## src/rtl/dct_pkg.sv

```systemverilog
package dct_pkg;
  typedef enum logic [1:0] {
    MODE_DUAL8 = 2'd0,
    MODE_T8_E8 = 2'd1,
    MODE_T16   = 2'd2,
    MODE_E16   = 2'd3
  } dct_mode_e;

  localparam logic [1:0] ADDR_CTRL   = 2'd0;
  localparam logic [1:0] ADDR_PRESC  = 2'd1;
  localparam logic [1:0] ADDR_PERIOD = 2'd2;

  localparam logic [2:0] RADDR_CTRL   = 3'd0;
  localparam logic [2:0] RADDR_PRESC  = 3'd1;
  localparam logic [2:0] RADDR_PERIOD = 3'd2;
  localparam logic [2:0] RADDR_COUNT  = 3'd3;
  localparam logic [2:0] RADDR_CAPT   = 3'd4;
endpackage

```

## src/rtl/dct_edge_sync.sv

```systemverilog
module dct_edge_sync #(
  parameter int unsigned N      = 3,
  parameter int unsigned STAGES = 2
) (
  input  logic         clk_i,
  input  logic         rst_ni,
  input  logic [N-1:0] d_i,
  output logic [N-1:0] rise_o
);
  logic [N-1:0] sync_q [STAGES];
  logic [N-1:0] last_q;

  always_ff @(posedge clk_i or negedge rst_ni) begin
    if (!rst_ni) begin
      for (int i = 0; i < STAGES; i++) sync_q[i] <= '0;
      last_q <= '0;
    end else begin
      sync_q[0] <= d_i;
      for (int i = 1; i < STAGES; i++) sync_q[i] <= sync_q[i-1];
      last_q <= sync_q[STAGES-1];
    end
  end

  assign rise_o = sync_q[STAGES-1] & ~last_q;
endmodule

```

## src/rtl/dct_prescaler.sv

```systemverilog
module dct_prescaler #(
  parameter int unsigned W = 8
) (
  input  logic         clk_i,
  input  logic         rst_ni,
  input  logic         en_i,
  input  logic         clr_i,
  input  logic [W-1:0] limit_i,
  output logic         tick_o
);
  logic [W-1:0] cnt_q;

  assign tick_o = en_i && (cnt_q == limit_i);

  always_ff @(posedge clk_i or negedge rst_ni) begin
    if (!rst_ni)      cnt_q <= '0;
    else if (clr_i)   cnt_q <= '0;
    else if (en_i)    cnt_q <= tick_o ? '0 : cnt_q + 1'b1;
  end
endmodule

```

## src/rtl/dct_half.sv

```systemverilog
module dct_half #(
  parameter int unsigned W = 8
) (
  input  logic         clk_i,
  input  logic         rst_ni,
  input  logic         zero_i,
  input  logic         inc_i,
  input  logic [W-1:0] period_i,
  output logic [W-1:0] cnt_o,
  output logic         at_period_o,
  output logic         at_max_o
);
  logic [W-1:0] cnt_q;

  always_ff @(posedge clk_i or negedge rst_ni) begin
    if (!rst_ni)      cnt_q <= '0;
    else if (zero_i)  cnt_q <= '0;
    else if (inc_i)   cnt_q <= cnt_q + 1'b1;
  end

  assign cnt_o       = cnt_q;
  assign at_period_o = (cnt_q == period_i);
  assign at_max_o    = &cnt_q;
endmodule

```

## src/rtl/dual_cap_timer.sv

```systemverilog
module dual_cap_timer
  import dct_pkg::*;
#(
  parameter  int unsigned HALF_W      = 8,
  parameter  int unsigned SYNC_STAGES = 2,
  localparam int unsigned FULL_W      = 2 * HALF_W
) (
  input  logic              clk_i,
  input  logic              rst_ni,
  input  logic              wr_en_i,
  input  logic [1:0]        wr_addr_i,
  input  logic [FULL_W-1:0] wr_data_i,
  input  logic [2:0]        rd_addr_i,
  output logic [FULL_W-1:0] rd_data_o,
  input  logic              evt_i,
  input  logic              cap_lo_i,
  input  logic              cap_hi_i,
  output logic              irq_lo_o,
  output logic              irq_hi_o
);
  dct_mode_e         mode_q;
  logic              run_lo_q, run_hi_q;
  logic [HALF_W-1:0] pre_lo_q, pre_hi_q, per_lo_q, per_hi_q;
  logic [HALF_W-1:0] capt_lo_q, capt_hi_q;
  logic              irq_lo_q, irq_hi_q;

  logic ctrl_wr, stopped, clr, is16;
  assign ctrl_wr = wr_en_i && (wr_addr_i == ADDR_CTRL);
  assign stopped = !run_lo_q && !run_hi_q;
  assign clr     = ctrl_wr && stopped;
  assign is16    = (mode_q == MODE_T16) || (mode_q == MODE_E16);

  // configuration registers
  always_ff @(posedge clk_i or negedge rst_ni) begin
    if (!rst_ni) begin
      mode_q   <= MODE_DUAL8;
      run_lo_q <= 1'b0;
      run_hi_q <= 1'b0;
      pre_lo_q <= '0;
      pre_hi_q <= '0;
      per_lo_q <= '0;
      per_hi_q <= '0;
    end else if (wr_en_i) begin
      unique case (wr_addr_i)
        ADDR_CTRL: begin
          run_lo_q <= wr_data_i[2];
          run_hi_q <= wr_data_i[3];
          if (stopped) mode_q <= dct_mode_e'(wr_data_i[1:0]);
        end
        ADDR_PRESC: begin
          pre_lo_q <= wr_data_i[HALF_W-1:0];
          pre_hi_q <= wr_data_i[FULL_W-1:HALF_W];
        end
        ADDR_PERIOD: begin
          per_lo_q <= wr_data_i[HALF_W-1:0];
          per_hi_q <= wr_data_i[FULL_W-1:HALF_W];
        end
        default: ;
      endcase
    end
  end

  // synchronised edges: [0] event, [1] low capture, [2] high capture
  logic [2:0] rise;
  dct_edge_sync #(.N(3), .STAGES(SYNC_STAGES)) u_sync (
    .clk_i  (clk_i),
    .rst_ni (rst_ni),
    .d_i    ({cap_hi_i, cap_lo_i, evt_i}),
    .rise_o (rise)
  );

  logic pre_lo_tick, pre_hi_tick;
  dct_prescaler #(.W(HALF_W)) u_pre_lo (
    .clk_i   (clk_i),
    .rst_ni  (rst_ni),
    .en_i    (run_lo_q && (mode_q != MODE_E16)),
    .clr_i   (clr),
    .limit_i (pre_lo_q),
    .tick_o  (pre_lo_tick)
  );
  dct_prescaler #(.W(HALF_W)) u_pre_hi (
    .clk_i   (clk_i),
    .rst_ni  (rst_ni),
    .en_i    (run_hi_q && (mode_q == MODE_DUAL8)),
    .clr_i   (clr),
    .limit_i (pre_hi_q),
    .tick_o  (pre_hi_tick)
  );

  logic tick_lo8, tick_hi8, tick16;
  assign tick_lo8 = pre_lo_tick;
  assign tick_hi8 = (mode_q == MODE_DUAL8) ? pre_hi_tick : (run_hi_q && rise[0]);
  assign tick16   = run_lo_q && ((mode_q == MODE_T16) ? pre_lo_tick : rise[0]);

  logic [HALF_W-1:0] cnt_lo, cnt_hi;
  logic lo_at_per, hi_at_per, lo_at_max, hi_at_max;
  logic lo_inc, lo_zero, hi_inc, hi_zero, irq_lo_d, irq_hi_d, match16;
  assign match16 = lo_at_per && hi_at_per;

  always_comb begin
    if (is16) begin
      lo_inc   = tick16 && !match16;
      lo_zero  = clr || (tick16 && match16);
      hi_inc   = lo_inc && lo_at_max;
      hi_zero  = lo_zero;
      irq_lo_d = 1'b0;
      irq_hi_d = tick16 && match16;
    end else begin
      lo_inc   = tick_lo8 && !lo_at_per;
      lo_zero  = clr || (tick_lo8 && lo_at_per);
      hi_inc   = tick_hi8 && !hi_at_per;
      hi_zero  = clr || (tick_hi8 && hi_at_per);
      irq_lo_d = tick_lo8 && lo_at_per;
      irq_hi_d = tick_hi8 && hi_at_per;
    end
  end

  dct_half #(.W(HALF_W)) u_half_lo (
    .clk_i       (clk_i),
    .rst_ni      (rst_ni),
    .zero_i      (lo_zero),
    .inc_i       (lo_inc),
    .period_i    (per_lo_q),
    .cnt_o       (cnt_lo),
    .at_period_o (lo_at_per),
    .at_max_o    (lo_at_max)
  );
  dct_half #(.W(HALF_W)) u_half_hi (
    .clk_i       (clk_i),
    .rst_ni      (rst_ni),
    .zero_i      (hi_zero),
    .inc_i       (hi_inc),
    .period_i    (per_hi_q),
    .cnt_o       (cnt_hi),
    .at_period_o (hi_at_per),
    .at_max_o    (hi_at_max)
  );

  // capture and interrupt registers
  always_ff @(posedge clk_i or negedge rst_ni) begin
    if (!rst_ni) begin
      capt_lo_q <= '0;
      capt_hi_q <= '0;
      irq_lo_q  <= 1'b0;
      irq_hi_q  <= 1'b0;
    end else begin
      irq_lo_q <= irq_lo_d;
      irq_hi_q <= irq_hi_d;
      if (is16) begin
        if (rise[1] || rise[2]) begin
          capt_lo_q <= cnt_lo;
          capt_hi_q <= cnt_hi;
        end
      end else begin
        if (rise[1]) capt_lo_q <= cnt_lo;
        if (rise[2]) capt_hi_q <= cnt_hi;
      end
    end
  end

  assign irq_lo_o = irq_lo_q;
  assign irq_hi_o = irq_hi_q;

  always_comb begin
    unique case (rd_addr_i)
      RADDR_CTRL:   rd_data_o = {{(FULL_W-4){1'b0}}, run_hi_q, run_lo_q, mode_q};
      RADDR_PRESC:  rd_data_o = {pre_hi_q, pre_lo_q};
      RADDR_PERIOD: rd_data_o = {per_hi_q, per_lo_q};
      RADDR_COUNT:  rd_data_o = {cnt_hi, cnt_lo};
      RADDR_CAPT:   rd_data_o = {capt_hi_q, capt_lo_q};
      default:      rd_data_o = '0;
    endcase
  end
endmodule

```

## config.mk

```make
export PLATFORM = sky130hd
export DESIGN_NAME = dual_cap_timer
export DESIGN_NICKNAME = d
export VERILOG_FILES = /design/src/rtl/dct_pkg.sv /design/src/rtl/dct_edge_sync.sv /design/src/rtl/dct_prescaler.sv /design/src/rtl/dct_half.sv /design/src/rtl/dual_cap_timer.sv
export SDC_FILE = /design/constraint.sdc
export NUM_CORES = 1
export LEC_CHECK = 0
export BUFFER_PORTS_ARGS = -buffer_cell sky130_fd_sc_hd__buf_2
export CAP_MARGIN = 5
export CORE_UTILIZATION = 60
export DETAILED_ROUTE_END_ITERATION = 6
export PLACE_DENSITY = 0.8
export SETUP_SLACK_MARGIN = 0.02
export SYNTH_ARGS = -nofsm -noshare
export SYNTH_HDL_FRONTEND = slang
export SYNTH_SLANG_ARGS = --single-unit
```

## constraint.sdc

```tcl
create_clock -name clk_i -period 2.3 [get_ports clk_i]
set_clock_uncertainty 0.05 [all_clocks]
set_input_delay 0.115 -clock clk_i [delete_from_list [all_inputs] [get_ports clk_i]]
set_output_delay 0.115 -clock clk_i [all_outputs]
set_load 0.01 [all_outputs]
```

==> metrics.cfg, run 1 <==
[status]
status=complete, no violations

[routing]
dr.pass1.iters=5
drc=0
wire_per_inst_um=20.0
vias=4320
routed_wl_mm=13.6
ant_nets=0
drtIter0Drc=379
viasPerCell=6.36

[timing]
hold_viol=0
finalCritPeriodShare=0.957
fmax_mhz=454
final_max_slew_viol_count=0
fin_setup_tns_ps=0
setup_viol=0
rsz0062_at_grt=yes
slew_headroom=0.538
final.min_clock_period_ps=2200
worstMarginPinSlew_ps=693

[global_route]
grt_max_degree=44
antenna_found_initial=0
grt_pass1_vias=4247
grt_use_total=0.316
overflow=0
grt_pass1_wl_mm=21.3

[finish]
utilization=0.755
multi_input_area_um2=2690
layout_commonest_cell=dfrtp_1
final_cell_area_um2=6230
fill_cells=558
n_antenna_cell=0
final_cell_mix=dfrtp_1, mux2_2, buf_2, buf_4, xnor2_1
area_growth_pct=20.6
seqCellArea_um2=2380
fin_nets=600
drive_above_1_share=0.308

[floorplanning]
die_y_um=94.8
row_count=33
ios=45
die_width_um=94.8
initial_core_util=0.626
fp.dieArea_um2=8990
fp.coreArea_um2=8260

[setup_path]
cp_max_fo=6
crit_type=reg -> reg
cp-end-kind=register
startpoint_type=register
arrival_ps=2460
cp.required_ps=2560

[logic_synthesis]
ys.flop_type=dfrtp_1
syn_nets=509
synth_cell_types=59
synth_top_area_cell=dfrtp_1
ys_ff_latch=95
seq_area_frac_synth=0.460
synth_enable_flop_cells=0
yosys.area.top_type_share=0.460
ys_async_sr_fraction=1.00
netlist_area_um2=5170
yosysWarnings=0
synthCells=478
syn-mean-instance-area_um2=10.8
ys_top_cells_by_area=dfrtp_1, mux2_2, xnor2_1

[power]
p_clk_frac=0.250
p_sw_w=0.00161
leakagePower_nw=2.74
p_sw_frac=0.342
pwr-share-comb=0.280
seqPwrFrac=0.469
finalPower_w=0.00472
p_per_area_nw_per_um2=758
p_int_w=0.00311
peakVddDrop_uv=474

[clock_tree]
htreeDepth=3
clockBufferDepth=2
cts_buffers=9
clk_pin_slew_worst_paths_ps=100
tritoncts=built
clk-insertion-delay-late_ps=370
root_buffer=clkbuf_8
clock-sinks=95

[worst_hold_path]
hp-class=in -> reg

[placed_design]
gp_congestion=0.938
hpwl_mm=9.34
io_buffers=44
placed_area_um2=5640

[flow_run]
cap_viol_max_count=0

[what timing repair did]
item / 4_1_cts / 5_1_grt
gates resized for setup: 0 / 8
endpoints found under the hold margin: 80 / 0
hold buffers: 23 / 0
buffers inserted: 0 / 9
setup endpoints to repair: 0 / 11
[power groups by stage]
| stage | clock network [W] | logic [W] | registers (W) |
|---|---|---|---|
| 6_report | 0.00118 | 0.00132 | 0.00222 |
| 5_1_grt | 0.00126 | 0.00143 | 0.00224 |
| 4_1_cts | 0.00119 | 0.00123 | 0.00220 |
| 2_1_floorplan | 0 | 0.000855 | 0.00214 |
| 3_5_place_dp | 0 | 0.00118 | 0.00223 |
| 3_3_place_gp | 0 | 0.00115 | 0.00221 |
[registers in the layout, summed over array words and instances (netlist names)]
| register | count |
|---|---|
| capt_hi_q | 8 |
| capt_lo_q | 8 |
| per_hi_q | 8 |
| per_lo_q | 8 |
| pre_hi_q | 8 |
| pre_lo_q | 8 |
| u_half_hi.cnt_o | 8 |
| u_half_lo.cnt_o | 8 |
| u_pre_hi.cnt_q | 8 |
| u_pre_lo.cnt_q | 8 |
| u_sync.sync_q | 6 |
| u_sync.last_q | 3 |
| mode_q | 2 |
| irq_hi_o | 1 |
| irq_lo_o | 1 |
| run_hi_q | 1 |
| run_lo_q | 1 |
[through the flow]
step	std cells	hold slack, ps	worst slack (ps)
2_1_floorplan	478	-231	290
3_3_place_gp	630	90.4	152
3_5_place_dp	630	94.7	112
4_1_cts	669	76.6	40.3
5_1_grt	679	105	-2.87
6_report	679	85.8	98.9
[area by class of cell]
cell class | count | area share
clock inverters | 7 | 0.0141
repair buffers | 111 | 0.130
flip-flops and latches | 95 | 0.382
clock buffers | 9 | 0.0199
multi-input cells | 348 | 0.431
well taps | 105 | 0.0211
inverters | 4 | 0.00241
[critical path, cell delays in order, from the launching register on]
cell,delay (ps)
dfrtp_1,460
xor2_1,240
nand4b_4,210
nor3_4,60
buf_12,140
buf_4,150
or2b_1,300
or3_1,370
a21oi_1,150
[Yosys cell counts, drive strengths merged (6+ instances only)]
cell     n
o22ai   17
o31ai   10
and3    15
nand4    7
xnor2   32
mux2i   20
o21ai   25
nand2   21
nand3   26
clkbuf  21
nor2    11
a22oi   12
dfrtp   95
buf     11
mux2    50
a21oi   22
or4      6
nor3    12
[cell families (layout without fill, tap and decap cells)]
family          count (synthesis)  count (layout)  synth area share
flops                          95              95             0.460
fa+ha+maj                       4               4           0.00969
buf+inv                        36             131            0.0329
simple gates                  128             128             0.145
compound gates                110             111             0.145
mux                            70              70             0.148
xor+xnor                       35              35            0.0593
[final timing paths]
path                                            start                             end  slack [ps]  depth (start not counted)
min in group asynchronous                      rst_ni  u_half_lo.cnt_o[2]$_DFFE_PN0P_         230                          2
hold reg to reg            u_sync.sync_q[4]$_DFF_PN0_      u_sync.sync_q[1]$_DFF_PN0_         290                          0
hold / removal                           wr_addr_i[1]            run_hi_q$_DFFE_PN0P_          90                          4
max in group asynchronous                      rst_ni      u_sync.sync_q[3]$_DFF_PN0_        1320                          3
setup / recovery              pre_lo_q[4]$_DFFE_PN0P_   u_pre_lo.cnt_q[5]$_DFFE_PN0P_         100                          8
setup reg to reg              pre_lo_q[4]$_DFFE_PN0P_   u_pre_lo.cnt_q[5]$_DFFE_PN0P_         100                          8
[metal layers]
layer | vias up | part of all wire | track usage
met1 | 2143 | 0.41 | 0.397
met5 | - | 0 | 0
met2 | 195 | 0.50 | 0.549
met3 | 22 | 0.063 | 0.0628
met4 | 0 | 0.020 | 0.0909
li1 | 1960 | - | -
No activity file was read; power rests on OpenSTA's default activity.
==> inputs of run 2 (changes only) <==
--- a/config.mk
+++ b/config.mk
@@ -5,6 +5,7 @@
 export SDC_FILE = /design/constraint.sdc
 export NUM_CORES = 1
 export LEC_CHECK = 0
+export ABC_AREA = 1
 export BUFFER_PORTS_ARGS = -buffer_cell sky130_fd_sc_hd__buf_2
 export CAP_MARGIN = 5
 export CORE_UTILIZATION = 60
==> constraint.sdc (replaced) <==
create_clock -name clk_i -period 2.3 [get_ports clk_i]
set_clock_uncertainty 0.05 [all_clocks]
set_input_delay 0.23 -clock clk_i [delete_from_list [all_inputs] [get_ports clk_i]]
set_output_delay 0.23 -clock clk_i [all_outputs]
set_load 0.01 [all_outputs]
==> run 2 against run 1 <==
Area after synthesis grew 2.6%; first-iteration DRC count fell by 9.5%; utilization decreased by 5.8 points; setup slack improved by 120 ps; largest cell class is now sequential cells; highest routed layer unchanged.
==> metrics.cfg, run 2 <==
[status]
status=complete, no violations  ; unchanged

[logic_synthesis]
seq_area_frac_synth=0.449  ; was 0.460
yosysWarnings=0  ; unchanged
synth_most_common_cell=nand2_1  ; was dfrtp_1
ys.flop_type=dfrtp_1  ; unchanged
ys_top_cells_by_area=dfrtp_1, nand2_1, inv_1  ; was dfrtp_1, mux2_2, xnor2_1
synthCells=705  ; was 478
synth_commonest_cells=nand2_1, inv_1, dfrtp_1  ; was dfrtp_1, mux2_2, xnor2_1
ys_ff_latch=95  ; unchanged
yosys.area.top_type_share=0.449  ; was 0.460
netlist_area_um2=5300  ; was 5170 µm²
synth_cell_types=37  ; was 59
syn-mean-instance-area_um2=7.52  ; was 10.8 µm²
synth_enable_flop_cells=0  ; unchanged
synth_top_area_cell=dfrtp_1  ; unchanged
ys_async_sr_fraction=1.00  ; unchanged
syn_nets=736  ; was 509

[clock_tree]
cts_buffers=9  ; unchanged
root_buffer=clkbuf_8  ; unchanged
tritoncts=built  ; unchanged
clock-sinks=95  ; unchanged
htreeDepth=3  ; unchanged
clockBufferDepth=2  ; unchanged
cts_setup_buffers=0  ; unchanged
clk_pin_slew_worst_paths_ps=80  ; was 100 ps
clk-insertion-delay-late_ps=350  ; was 370 ps

[worst_hold_path]
hp-class=in -> reg  ; unchanged

[setup_path]
arrival_ps=1810  ; was 2460 ps
crit_type=in -> out  ; was reg -> reg
cp-end-kind=output pin  ; was register
startpoint_type=primary input  ; was register
slowest_stage=nor3_2  ; was dfrtp_1
worst-path-buf-inv=2  ; unchanged
path_cells=buf_2 > nor3_2 > a221oi_1 > o21ai_0 > buf_2  ; was xor2_1 > nand4b_4 > nor3_4 > buf_12 > buf_4 > or2b_1 > or3_1 > a21oi_1
critical_path.max_stage_delay_ps=950  ; was 460 ps
critPathTopFamily=simple AND/OR/NAND/NOR gates  ; unchanged
cp_max_fo=16  ; was 6
cp.required_ps=2020  ; was 2560 ps
cpMostUsedCell=buf_2

[floorplanning]
fp.dieArea_um2=9210  ; was 8990 µm²
die_width_um=96.0  ; was 94.8 µm
die_y_um=96.0  ; was 94.8 µm
initial_core_util=0.632  ; was 0.626
fp.coreArea_um2=8380  ; was 8260 µm²
ios=45  ; unchanged
row_count=33  ; unchanged

[timing]
setup_viol=0  ; unchanged
fmax_mhz=479  ; was 454 MHz
slew_headroom=0.206  ; was 0.538
final_max_slew_viol_count=0  ; unchanged
final.min_clock_period_ps=2090  ; was 2200 ps
fin_setup_tns_ps=0  ; unchanged
worstMarginPinSlew_ps=1180  ; was 693 ps
finalCritPeriodShare=0.907  ; was 0.957
rsz0062_at_grt=no  ; was yes
setup_slack_ps=214  ; was 98.9 ps
hold_viol=0  ; unchanged

[placed_design]
io_buffers=44  ; unchanged
gp_congestion=1.00  ; was 0.938
placed_area_um2=5640  ; about the same
place_ws_ps=311  ; was 112 ps
dp.cells=844  ; was 630
hpwl_mm=9.67  ; was 9.34 mm

[routing]
routed_wl_mm=12.9  ; was 13.6 mm
vias=4852  ; was 4320
drc=0  ; unchanged
drtIter0Drc=343  ; was 379
ant_nets=0  ; unchanged
dr.pass1.iters=6  ; was 5
wire_per_inst_um=14.9  ; was 20.0 µm
viasPerCell=5.62  ; was 6.36

[finish]
final_cells=863  ; was 679
n_antenna_cell=0  ; unchanged
layout_commonest_cell=nand2_1  ; was dfrtp_1
fin_nets=785  ; was 600
drive_above_1_share=0.132  ; was 0.308
final_cell_area_um2=5830  ; was 6230 µm²
final_cell_mix=nand2_1, inv_1, dfrtp_1  ; was dfrtp_1, mux2_2, buf_2, buf_4, xnor2_1
fill_cells=684  ; was 558
utilization=0.696  ; was 0.755
area_growth_pct=10.1  ; was 20.6%

[power]
p_per_area_nw_per_um2=736  ; was 758 nW/µm²
leakagePower_nw=3.02  ; was 2.74 nW
peakVddDrop_uv=462  ; was 474 µV

[global_route]
antenna_found_initial=0  ; unchanged
grt_use_total=0.302  ; was 0.316
grt_max_degree=41  ; was 44
grt_pass1_vias=4517  ; was 4247
grt_pass1_wl_mm=21.2  ; was 21.3 mm
overflow=0  ; unchanged

[flow_run]
cap_viol_max_count=0  ; unchanged

run 2: changes by cell type after synthesis, sizes merged, moves of 15 or more:
cell / before / now
and3: 15 / 0
inv: 4 / 126
mux2: 50 / 0
mux2i: 20 / 0
nand2: 21 / 207
nand3: 26 / 47
nor2: 11 / 37
o21ai: 25 / 71
xnor2: 32 / 7
run 2: final cells by class:
class	instances	area, µm²	area share
flip-flops and latches	95	2380	0.407
well taps	105	131	0.0225
repair buffers	57	343	0.0588
clock buffers	11	131	0.0225
inverters	126	475	0.0815
clock inverters	4	23.8	0.00407
multi-input cells	465	2350	0.403
run 2: layer usage:
layer  vias up  track usage  share of wire
li1       2350            -              -
met1      2252        0.422           0.44
met2       220        0.460           0.46
met3        30       0.0545          0.075
met4         0        0.131          0.024
met5         -            0              0
run 2: timing repair:
item	4_1_cts	5_1_grt
hold buffers	4	0
endpoints found under the hold margin	41	0
resized for setup	0	0
run 2: worst register-to-register path, delay by kind of cell (launching register included):
family        cells  cell delay [ps]
buf+inv           2              180
flops             1              610
simple gates     11             1120
run 2: final timing paths:
check	from	to	slack, ps	cells past startpoint
setup / recovery	rd_addr_i[1]	rd_data_o[2]	210	5
hold / removal	wr_data_i[1]	mode_q[1]$_DFFE_PN0P_	80	3
setup reg to reg	mode_q[1]$_DFFE_PN0P_	u_half_lo.cnt_o[2]$_DFFE_PN0P_	260	13
hold reg to reg	u_sync.sync_q[3]$_DFF_PN0_	u_sync.sync_q[0]$_DFF_PN0_	300	0
max in group asynchronous	rst_ni	run_lo_q$_DFFE_PN0P_	1200	3
min in group asynchronous	rst_ni	u_pre_lo.cnt_q[4]$_DFFE_PN0P_	330	2
run 2: per-stage QoR:
| stage | power [W] | hold slack [ps] |
|---|---|---|
| 2_1_floorplan | 0.00300 | -116 |
| 3_3_place_gp | 0.00330 | 184 |
| 5_1_grt | 0.00457 | 81.1 |
| 4_1_cts | 0.00429 | 75.9 |
| 6_report | 0.00430 | 81.9 |
| 3_5_place_dp | 0.00336 | 183 |
run 2: kinds of logic (layout without fill, tap and decap cells):
| group | count (synthesis) | after routing | synth area share |
|---|---|---|---|
| compound gates | 125 | 125 | 0.141 |
| simple gates | 315 | 315 | 0.257 |
| xor+xnor | 21 | 21 | 0.0347 |
| flops | 95 | 95 | 0.449 |
| buf+inv | 145 | 198 | 0.109 |
| fa+ha+maj | 4 | 4 | 0.00944 |
run 2: where the power goes:
| part | switching [W] | leakage, nW | internal (W) |
|---|---|---|---|
| registers | 0.000329 | 1.24 | 0.00190 |
| clock network | 0.000557 | 0.0829 | 0.000385 |
| logic | 0.000688 | 1.70 | 0.000434 |
==> inputs of run 3 (changes only) <==
--- a/config.mk
+++ b/config.mk
@@ -8,9 +8,11 @@
 export ABC_AREA = 1
 export BUFFER_PORTS_ARGS = -buffer_cell sky130_fd_sc_hd__buf_2
 export CAP_MARGIN = 5
-export CORE_UTILIZATION = 60
+export CELL_PAD_IN_SITES_DETAIL_PLACEMENT = 1
+export CELL_PAD_IN_SITES_GLOBAL_PLACEMENT = 1
+export CORE_UTILIZATION = 44
 export DETAILED_ROUTE_END_ITERATION = 6
-export PLACE_DENSITY = 0.8
+export PLACE_DENSITY_LB_ADDON = 0.1
 export SETUP_SLACK_MARGIN = 0.02
 export SYNTH_ARGS = -nofsm -noshare
 export SYNTH_HDL_FRONTEND = slang
==> run 3 against run 2 <==
The run now ends with design-rule violations left; clock-buffer cell count is 1 higher; global-route usage fell by 3.7 points; sequential power is essentially flat; clock power up 60%; die area grew 36%; via count decreased by 0.97%; critical path type is now reg -> reg; largest cell class unchanged; highest routed layer unchanged.
==> metrics.cfg, run 3 (synthesis gave the netlist of run 2 again) <==
[finish]
final_cell_mix=nand2_1, inv_1, dfrtp_1  ; unchanged
final_cell_area_um2=6030  ; was 5830 µm²
drive_above_1_share=0.136  ; was 0.132
final_cells=902  ; was 863
fin_nets=786  ; was 785
n_antenna_cell=0  ; unchanged
area_growth_pct=13.8  ; was 10.1%
layout_commonest_cell=nand2_1  ; unchanged

[clock_tree]
tritoncts=built  ; unchanged
clock-sinks=95  ; unchanged
cts_buffers=9  ; unchanged
htreeDepth=3  ; unchanged
clk_pin_slew_worst_paths_ps=60  ; was 80 ps
clk-insertion-delay-late_ps=350  ; about the same
clockBufferDepth=2  ; unchanged
root_buffer=clkbuf_16  ; was clkbuf_8

[global_route]
antenna_found_initial=0  ; unchanged
grt_use_total=0.265  ; was 0.302
grt_pass1_wl_mm=25.6  ; was 21.2 mm
overflow=0  ; unchanged
grt_max_degree=49  ; was 41
grt_pass1_vias=5099  ; was 4517

[timing]
slew_headroom=0.340  ; was 0.206
hold_viol=0  ; unchanged
final_max_slew_viol_count=0  ; unchanged
setup_slack_ps=286  ; was 214 ps
setup_viol=0  ; unchanged
rsz0062_at_grt=no  ; unchanged
fin_setup_tns_ps=0  ; unchanged
final.min_clock_period_ps=2010  ; was 2090 ps
finalCritPeriodShare=0.876  ; was 0.907
fmax_mhz=496  ; was 479 MHz
worstMarginPinSlew_ps=984  ; was 1180 ps

[routing]
ant_nets=0  ; unchanged
drtIter0Drc=244  ; was 343
vias=4805  ; was 4852
viasPerCell=5.33  ; was 5.62
routed_wl_mm=15.2  ; was 12.9 mm
dr.pass1.iters=6  ; unchanged
wire_per_inst_um=16.8  ; was 14.9 µm
drc=4  ; was 0

[setup_path]
startpoint_type=register  ; was primary input
worst-path-buf-inv=1  ; was 2
cp-end-kind=register  ; was output pin
crit_type=reg -> reg  ; was in -> out
critical_path.max_stage_delay_ps=510  ; was 950 ps
critPathTopFamily=simple AND/OR/NAND/NOR gates  ; unchanged
slowest_stage=dfrtp_2  ; was nor3_2
reg2reg_depth=13  ; unchanged
r2r-start=mode_q[1]$_DFFE_PN0P_  ; unchanged
rr_endpoint=u_half_hi.cnt_o[4]$_DFFE_PN0P_  ; was u_half_lo.cnt_o[2]$_DFFE_PN0P_
reg2reg_slack_ps=290  ; was 260 ps
path_cells=nand2_1 > nand2_1 > inv_1 > nand3_1 > nor2_1 > nand2_2 > nand2_4 > nand2_4 > nor2_4 > nand2_2 > nand2_4 > nand3_1 > nand2_1  ; was buf_2 > nor3_2 > a221oi_1 > o21ai_0 > buf_2
arrival_ps=2250  ; was 1810 ps
cp.required_ps=2530  ; was 2020 ps
cp_max_fo=11  ; was 16

[floorplanning]
initial_core_util=0.458  ; was 0.632
ios=45  ; unchanged
die_width_um=112  ; was 96.0 µm
die_y_um=112  ; was 96.0 µm
fp.dieArea_um2=12500  ; was 9210 µm²
row_count=39  ; was 33
fp.coreArea_um2=11600  ; was 8380 µm²

[placed_design]
placed_area_um2=5690  ; was 5640 µm²
io_buffers=44  ; unchanged
gp_congestion=0.865  ; was 1.00
place_ws_ps=143  ; was 311 ps
dp.cells=883  ; was 844
hpwl_mm=11.5  ; was 9.67 mm

[flow_run]
cap_viol_max_count=0  ; unchanged

[worst_hold_path]
hp-class=in -> reg  ; unchanged
hold_path_depth=3  ; unchanged
hold_end=mode_q[1]$_DFFE_PN0P_  ; unchanged
min_from=wr_data_i[1]  ; unchanged

[power]
peakVddDrop_uv=354  ; was 462 µV
p_int_w=0.00321  ; was 0.00272 W
p_clk_frac=0.306  ; was 0.219
seqPwrFrac=0.456  ; was 0.519
p_sw_w=0.00171  ; was 0.00157 W
p_sw_frac=0.347  ; was 0.366
leakagePower_nw=3.08  ; was 3.02 nW
pwr-share-comb=0.239  ; was 0.261
p_per_area_nw_per_um2=816  ; was 736 nW/µm²

[status]
status=finished, violations left  ; was complete, no violations
violations=design-rule violations

## run 3: cell types whose count changed in the layout (fill, tap and decap cells not counted), sizes merged
cell	change
buf	+1
bufinv	+1
clkbuf	+1
clkinv	-2
## run 3: metrics by stage
step | power, W | utilization | hold WS (ps)
after global routing | 0.00523 | 0.521 | 116
after floorplan | 0.00300 | - | -116
after CTS | 0.00497 | 0.521 | 92.7
final | 0.00492 | 0.521 | 97.8
after detailed placement | 0.00343 | 0.492 | 263
after global placement | 0.00334 | 0.492 | 265
## run 3: worst max path at each step
stage	from	slack [ps]	cells after the start	to
after floorplan	u_half_hi.cnt_o[0]$_DFFE_PN0P_	690	13	u_half_lo.cnt_o[7]$_DFFE_PN0P_
after global placement	mode_q[1]$_DFFE_PN0P_	210	10	u_half_hi.cnt_o[5]$_DFFE_PN0P_
after detailed placement	mode_q[1]$_DFFE_PN0P_	140	10	u_half_hi.cnt_o[4]$_DFFE_PN0P_
after CTS	mode_q[1]$_DFFE_PN0P_	130	10	u_half_hi.cnt_o[4]$_DFFE_PN0P_
after global routing	u_half_lo.cnt_o[0]$_DFFE_PN0P_	100	13	u_half_lo.cnt_o[0]$_DFFE_PN0P_
final	mode_q[1]$_DFFE_PN0P_	290	13	u_half_hi.cnt_o[4]$_DFFE_PN0P_
## run 3: layer usage
metal / vias up / global-route usage / share of wire
li1: 2351 / - / -
met1: 2357 / 0.361 / 0.47
met3: 14 / 0.0397 / 0.041
met4: 0 / 0.0955 / 0.014
met5: - / 0 / 0
met2: 83 / 0.430 / 0.48
## run 3: layout make-up
type                            count  area (µm²)
Multi-Input combinational cell    465        2360
Timing Repair Buffer               58         350
Fill cell                        1465        5530
Clock inverter                      3        43.8
Inverter                          126         475
Clock buffer                       12         246
Sequential cell                    95        2380
Tap cell                          143         179
## run 3: repair_timing
item	in CTS	in global routing
resized for setup	0	2
hold buffers	4	0
buffers inserted	0	0
hold endpoints to repair	48	0
endpoints found under the setup margin	0	4
## run 3: power groups by stage
stage / sequential (W) / clock (W) / combinational [W]
finish: 0.00224 / 0.00151 / 0.00117
global route: 0.00228 / 0.00160 / 0.00135
CTS: 0.00224 / 0.00154 / 0.00119
detailed placement: 0.00226 / 0 / 0.00117
global placement: 0.00224 / 0 / 0.00110
floorplan: 0.00212 / 0 / 0.000881
## run 3: tightest hold or removal path, stage by stage
cell,delay [ps]
buf_2,110
nand2_1,50
o21ai_0,70
